--- src/rtl/clkctl_pkg.sv ---
package clkctl_pkg;
  localparam int PAGE_BIT  = 7;
  localparam int VCO_BIT   = 6;
  localparam int LOCK_BIT  = 5;
  localparam int PLLEN_BIT = 4;
  localparam int SEL_BIT   = 1;

  typedef struct packed {
    logic vco;
    logic pll_en;
    logic sel;
  } ctl_bits_t;

  // Read image of the control view; unlisted bits stay 0.
  function automatic logic [7:0] pack_ctl_view(input ctl_bits_t c, input logic lock);
    logic [7:0] img;
    img            = 8'h00;
    img[PAGE_BIT]  = 1'b1;
    img[VCO_BIT]   = c.vco;
    img[LOCK_BIT]  = lock;
    img[PLLEN_BIT] = c.pll_en;
    img[SEL_BIT]   = c.sel;
    return img;
  endfunction
endpackage

--- src/rtl/clkctl_lock_timer.sv ---
module clkctl_lock_timer #(
  parameter int LOCK_CYCLES = 16
) (
  input  logic clk,
  input  logic rst_n,
  input  logic pll_en,
  output logic locked_o
);
  localparam int CNT_W = $clog2(LOCK_CYCLES + 1);
  localparam logic [CNT_W-1:0] CNT_FULL = CNT_W'(LOCK_CYCLES);

  logic [CNT_W-1:0] cnt_q;
  logic             cnt_full;

  always_ff @(posedge clk or negedge rst_n) begin
    if (!rst_n)             cnt_q <= '0;
    else if (!pll_en)       cnt_q <= '0;
    else if (!cnt_full)     cnt_q <= cnt_q + 1'b1;
  end

  assign cnt_full = (cnt_q == CNT_FULL);
  assign locked_o = pll_en & cnt_full;

  // lock never shown while the PLL is off
  p_lock_needs_pll_r4: assert property (@(posedge clk) disable iff (!rst_n)
    !pll_en |-> !locked_o);
  // lock cannot already be set on the cycle the PLL turns on
  p_lock_not_early_r4: assert property (@(posedge clk) disable iff (!rst_n)
    $rose(pll_en) |-> !locked_o);
endmodule

--- src/rtl/clkctl_interlock.sv ---
module clkctl_interlock
  import clkctl_pkg::*;
(
  input  logic      wr_ctl,
  input  logic      want_vco,
  input  logic      want_pll,
  input  logic      want_sel,
  input  ctl_bits_t cur,
  input  logic      opt_force,
  input  logic      prog_force,
  output ctl_bits_t nxt,
  output logic      pll_clr_blocked,
  output logic      sel_set_blocked
);
  logic pll_after_wr;
  logic sel_after_wr;
  logic vco_after_wr;

  always_comb begin
    // PLL enable may only fall if the PLL clock is not currently selected.
    pll_after_wr = wr_ctl ? (want_pll | cur.sel) : cur.pll_en;
    // Source select is judged against the PLL enable this same write produces.
    sel_after_wr = wr_ctl ? (want_sel & pll_after_wr) : cur.sel;
    vco_after_wr = wr_ctl ? want_vco : cur.vco;

    nxt.pll_en = pll_after_wr | opt_force | prog_force;
    nxt.sel    = sel_after_wr | opt_force | prog_force;
    nxt.vco    = vco_after_wr | prog_force;
  end

  assign pll_clr_blocked = wr_ctl & ~want_pll & cur.sel;
  assign sel_set_blocked = wr_ctl & want_sel & ~pll_after_wr;
endmodule

--- src/rtl/pll_clkctl_reg.sv ---
module pll_clkctl_reg
  import clkctl_pkg::*;
#(
  parameter int              ADDR_W      = 4,
  parameter logic [ADDR_W-1:0] REG_ADDR  = 4'h9,
  parameter int              LOCK_CYCLES = 16
) (
  input  logic              clk,
  input  logic              rst_n,
  input  logic [ADDR_W-1:0] bus_addr,
  input  logic              bus_wr,
  input  logic [7:0]        bus_wdata,
  output logic [7:0]        bus_rdata,
  input  logic              opt_pll_src,
  input  logic              prog_session,
  output logic              vco_mode_o,
  output logic              pll_en_o,
  output logic              ckd_en_o,
  output logic              clk_src_pll_o,
  output logic              lock_o
);
  logic       page_q;
  logic [6:0] store_q;
  ctl_bits_t  ctl_q;
  ctl_bits_t  ctl_nxt;

  logic addr_hit;
  logic wr_hit;
  logic wr_store;
  logic wr_ctl;
  logic pll_clr_blocked;
  logic sel_set_blocked;
  logic locked;

  assign addr_hit = (bus_addr == REG_ADDR);
  assign wr_hit   = addr_hit & bus_wr;
  assign wr_store = wr_hit & ~page_q;
  assign wr_ctl   = wr_hit & page_q;

  clkctl_interlock u_ilock (
    .wr_ctl          (wr_ctl),
    .want_vco        (bus_wdata[VCO_BIT]),
    .want_pll        (bus_wdata[PLLEN_BIT]),
    .want_sel        (bus_wdata[SEL_BIT]),
    .cur             (ctl_q),
    .opt_force       (opt_pll_src),
    .prog_force      (prog_session),
    .nxt             (ctl_nxt),
    .pll_clr_blocked (pll_clr_blocked),
    .sel_set_blocked (sel_set_blocked)
  );

  clkctl_lock_timer #(.LOCK_CYCLES(LOCK_CYCLES)) u_lock (
    .clk      (clk),
    .rst_n    (rst_n),
    .pll_en   (ctl_q.pll_en),
    .locked_o (locked)
  );

  always_ff @(posedge clk or negedge rst_n) begin
    if (!rst_n) begin
      page_q  <= 1'b0;
      store_q <= '0;
      ctl_q   <= '0;
    end else begin
      if (wr_hit)   page_q  <= bus_wdata[PAGE_BIT];
      if (wr_store) store_q <= bus_wdata[6:0];
      ctl_q <= ctl_nxt;
    end
  end

  always_comb begin
    if (!addr_hit)    bus_rdata = 8'h00;
    else if (page_q)  bus_rdata = pack_ctl_view(ctl_q, locked);
    else              bus_rdata = {1'b0, store_q};
  end

  assign vco_mode_o    = ctl_q.vco;
  assign pll_en_o      = ctl_q.pll_en;
  assign ckd_en_o      = ctl_q.pll_en;
  assign clk_src_pll_o = ctl_q.sel;
  assign lock_o        = locked;

  // the PLL clock is never selected with the PLL off
  p_sel_implies_pll_r6: assert property (@(posedge clk) disable iff (!rst_n)
    ctl_q.sel |-> ctl_q.pll_en);
  // a refused clear leaves the PLL running
  p_clr_refused_r5: assert property (@(posedge clk) disable iff (!rst_n)
    pll_clr_blocked |=> ctl_q.pll_en);
  // a refused select leaves the mux on the oscillator
  p_sel_refused_r6: assert property (@(posedge clk) disable iff (!rst_n)
    (sel_set_blocked && !opt_pll_src && !prog_session) |=> !ctl_q.sel);
  // option override wins over any write
  p_opt_force_r7: assert property (@(posedge clk) disable iff (!rst_n)
    opt_pll_src |=> (ctl_q.sel && ctl_q.pll_en));
  // session force sets all three control bits
  p_prog_force_r8: assert property (@(posedge clk) disable iff (!rst_n)
    prog_session |=> (ctl_q.vco && ctl_q.pll_en && ctl_q.sel));
  // control-view writes leave the storage view alone
  p_store_kept_r2: assert property (@(posedge clk) disable iff (!rst_n)
    wr_ctl |=> $stable(store_q));
  // reserved positions of the control view read 0
  p_reserved_zero_r3: assert property (@(posedge clk) disable iff (!rst_n)
    (addr_hit && page_q) |-> ((bus_rdata & 8'h0D) == 8'h00));
  // foreign addresses read 0
  p_miss_reads_zero_r10: assert property (@(posedge clk) disable iff (!rst_n)
    !addr_hit |-> (bus_rdata == 8'h00));
endmodule

--- config.mk ---
export PLATFORM = sky130hd
export DESIGN_NAME = pll_clkctl_reg
export DESIGN_NICKNAME = d
export VERILOG_FILES = /design/src/rtl/clkctl_pkg.sv /design/src/rtl/clkctl_lock_timer.sv /design/src/rtl/clkctl_interlock.sv /design/src/rtl/pll_clkctl_reg.sv
export SDC_FILE = /design/constraint.sdc
export NUM_CORES = 1
export LEC_CHECK = 0
export BUFFER_PORTS_ARGS = -buffer_cell sky130_fd_sc_hd__clkbuf_2
export CORE_MARGIN = 3
export CORE_UTILIZATION = 50
export CTS_CLUSTER_DIAMETER = 150
export DETAILED_ROUTE_END_ITERATION = 12
export PLACE_DENSITY = 0.79
export SETUP_SLACK_MARGIN = 0.5
export SLEW_MARGIN = 20
export SYNTH_ARGS = -nofsm -noshare
export SYNTH_HDL_FRONTEND = slang
export SYNTH_SLANG_ARGS = --single-unit
--- constraint.sdc ---
create_clock -name clk -period 2.4 [get_ports clk]
set_clock_uncertainty 0.15 [all_clocks]
set_input_delay 0.24 -clock clk [delete_from_list [all_inputs] [get_ports clk]]
set_output_delay 0.24 -clock clk [all_outputs]
set_load 0.1 [all_outputs]
==> summary.md <==
| Metric | Value |
|---|---|
| Crit Reg-Reg Endpoint | `store_q[3]$_DFFE_PN0P_` |
| Final WL | `~2000 microns` |
| Yosys reg bits | `16` |
| GPL Wtd Cong | `~0.74` |
| Reg-to-reg slack, setup | `about 0.66 ns` |
| Reg2reg start | `page_q$_DFFE_PN0N_` |
| Core Region | `0.00159 sq mm` |
| Global-route wire length before repair | `roughly 3300 microns` |
| Die Y | `48.4 microns` |
| Final Hold Slack | `between 0.02 and 0.03 ns` |
| Pin count of the biggest net entering global routing | `17` |
| Worst hold endpoint | `page_q$_DFFE_PN0N_` |
| FP Rows | `14` |
| Status | `completed` |
| Vias in the first global route | `approximately 740` |
| CP endpoint kind | `primary output` |
| Leak pwr | `around 0.61 nW` |
| Layout cells sized above 1 | `51.7%` |
| DR top layer | `met4` |
| Initial cell density of the core | `a little under three fifths` |
| Mux share of post-synthesis cell area | `roughly a fifth` |
| Iter 0 DRT Violations | `0` |
| Cells along the critical path | `inv_1 -> ha_1 -> and4bb_2 -> nand3_2 -> a21oi_4 -> buf_12` |
| Multi-input logic area | `about 490 sq um` |
| Worst-path cell with the longest stage delay | `dfrtp_1` |
| Slew margin rel. | `64.2%` |
| Final Setup Violations | `0` |
| Fillers | `about 110` |
| Seq/Total Area, Yosys | `~44%` |
| WHS Path Cells | `2` |
| Hold Crit Class | `input pin to register` |
| WL met1 | `around 790 microns` |
| Netlist Area Pre-Place | `around 900 sq um` |
| # DRC | `0` |
| Max Clock Freq | `between 400 and 500 MHz` |
| Post-Synth Simple-Gate Area | `21.3%` |
| Met3 WL post-DR | `about 140 microns` |
| Clock Tree Buf Depth | `2` |
| Critical path fanouts, max | `3` |
| CTS buffer count | `3` |
| Layout overhead on the synthesized area | `41.2%` |
| 1st-pass router iterations | `1` |
| Clock H-tree levels | `1` |
| VDD IR-drop max | `roughly 650 uV` |
| Tot GR Track Use | `a little under a fifth` |
| Final Hold Violating Endpoints | `0` |
| Synthesized netlist net count | `between 90 and 100` |
| Fin. max-slew vios | `0` |
| Adder-cell share of the synthesized area | `roughly 2.8%` |
| MaxCap Viol Count | `0` |
| Reg area | `405 sq um` |
| Overflow left after global routing | `0` |
| Synth Warn # | `0` |
| Post-route cell area | `between 0.001 and 0.0015 sq mm` |
| Setup CP Type | `register to primary output` |
| Hpwl dp | `1490 microns` |
| XOR/XNOR share of the synthesized area | `under 10%` |
| Hold wc startpoint | `bus_wdata[7]` |
| Startpoint types | `register` |
| Synth cell types | `26` |
| Least-Margin Pin Slew | `0.539 ns` |
| Tcrit/Tclk final | `a little under nine tenths` |
| DR vias/cell | `4.96` |
| Top cell type's share of synthesized area | `around 44%` |
| Top-level I/O count | `30` |
| Met2 wire length | `around 1000 microns` |
| Initial antenna violation count | `0` |
| Tmin final | `between 2 and 2.5 ns` |
| CP required | `2.01 ns` |
| Full die area | `approximately 0.0023 sq mm` |
| Synth area leaders | `dfrtp_1 (44%), mux2_4 (12%), mux2i_1 (6.7%)` |
| IO buf count | `29` |
| WP data arrival | `about 1.7 ns` |
| Root Driver | `clkbuf_4` |
| PnR Total Power | `0.977 mW` |
| Worst R2R Path Depth | `2` |
| Crit-path max cell delay | `0.40 ns` |
| Skew-Pair Late Insertion Delay | `0.29 ns` |
| Final nets | `~140` |
| Via Count | `between 700 and 800` |
| Clock sink count | `16` |
| Synth Area in Compound Gates | `2.22%` |
| Pwr dens | `~770 mW/mm^2` |
| Placed Area | `around 0.0012 sq mm` |
| CTS tree | `built` |
| Clock slew at reported path FFs | `approximately 0.090 ns` |
| Post-Synthesis Cells | `80` |
| Yosys top cell by area | `dfrtp_1` |
| Setup TNS | `0 ns` |
| Die X | `just under 50 microns` |
| Per-cell routed wire length | `approximately 14 microns` |
| Largest family of logic cells by synthesized area | `simple AND/OR/NAND/NOR gates` |
| Avg Inst Size Synth | `approximately 11 sq um` |
| Antenna Cells | `0` |
| Detail Route Antenna Nets | `0` |
| RSZ-0062 raised after global routing | `true` |
-- flip-flops by register name, summed over array words and instances, names as in the netlist --
name,count
page_q,1
clk_src_pll_o,1
vco_mode_o,1
ckd_en_o,1
store_q,7
u_lock.cnt_q,5
-- critical path, delay by kind of cell (launching register included) --
| kind | cells | cell delay (ns) |
|---|---|---|
| flops | 1 | 0.40 |
| simple gates | 2 | 0.39 |
| buf+inv | 2 | 0.26 |
| compound gates | 1 | 0.17 |
| fa+ha+maj | 1 | 0.14 |
-- routing by layer --
layer  GRT usage (%)  vias to the layer above
li1                -                      345
met2            34.9                       25
met3            7.36                        4
met1            19.0                      330
met5               0                        -
met4            5.69                        0
-- worst max path at each step --
stage / start / endpoint / cells after the start
after floorplan: bus_addr[2] / bus_rdata[0] / 4
final: u_lock.cnt_q[0]$_DFFE_PN0P_ / bus_rdata[5] / 6
after global routing: u_lock.cnt_q[0]$_DFFE_PN0P_ / bus_rdata[5] / 6
after global placement: u_lock.cnt_q[0]$_DFFE_PN0P_ / lock_o / 5
after detailed placement: u_lock.cnt_q[0]$_DFFE_PN0P_ / lock_o / 5
after CTS: u_lock.cnt_q[0]$_DFFE_PN0P_ / bus_rdata[5] / 6
-- final cells by class --
| class | instances | area share [%] |
|---|---|---|
| Multi-Input combinational cell | 55 | 38.6 |
| Sequential cell | 16 | 31.9 |
| Timing Repair Buffer | 38 | 23.6 |
| Tap cell | 24 | 2.36 |
| Clock buffer | 4 | 2.06 |
| Inverter | 5 | 1.47 |
-- stage by stage --
stage	setup slack, ns	cells	utilization [%]
3_5_place_dp	0.496	130	72.8
3_3_place_gp	0.558	130	72.8
4_1_cts	0.313	139	77.5
2_1_floorplan	0.399	80	-
5_1_grt	0.269	142	79.8
6_report	0.356	142	79.8
-- synth_stat cells, drive strengths merged --
| master | count |
|---|---|
| nand4b | 1 |
| or3 | 1 |
| buf | 3 |
| nand2b | 1 |
| xor2 | 1 |
| o31ai | 1 |
| a21boi | 1 |
| and4bb | 1 |
| clkbuf | 1 |
| ha | 2 |
| a21oi | 1 |
| nand3 | 3 |
| nor4 | 1 |
| xnor2 | 3 |
| nor3 | 3 |
| mux2 | 8 |
| dfrtp | 16 |
| and2 | 7 |
| nor2b | 1 |
| nor2 | 10 |
| inv | 5 |
| nand2 | 2 |
| nand4bb | 1 |
| mux2i | 6 |
-- placed cells by master (no fill, tap or decap), drive strengths merged --
cell / n
ha: 2
nor4: 1
dfrtp: 16
and4bb: 1
nand4bb: 1
a21oi: 1
nor3: 3
nand3: 3
dlygate4sd3: 1
buf: 17
xor2: 1
xnor2: 3
or3: 1
nand2b: 1
a21boi: 1
mux2i: 6
and2: 7
nand2: 2
o31ai: 1
nor2b: 1
nand4b: 1
mux2: 8
inv: 5
clkbuf: 24
nor2: 10
-- where the power goes --
part           leakage [nW]  switching, mW  internal [mW]  total, mW
sequential            0.181         0.0657          0.348      0.414
combinational         0.410          0.189          0.222      0.411
clock                0.0150         0.0870         0.0648      0.152
-- kinds of logic after synthesis --
family          Yosys count
compound gates            3
xor+xnor                  4
fa+ha+maj                 2
buf+inv                   9
flops                    16
mux                      14
simple gates             32
-- timing repair --
item                                   in CTS  in global routing
setup endpoints to repair                   2                  5
endpoints found under the hold margin      16                  0
setup buffers                               4                  3
pin swaps                                   1                  1
hold buffers                                1                  0
gates resized for setup                     2                  6
Power figures use the tool's default switching activity.
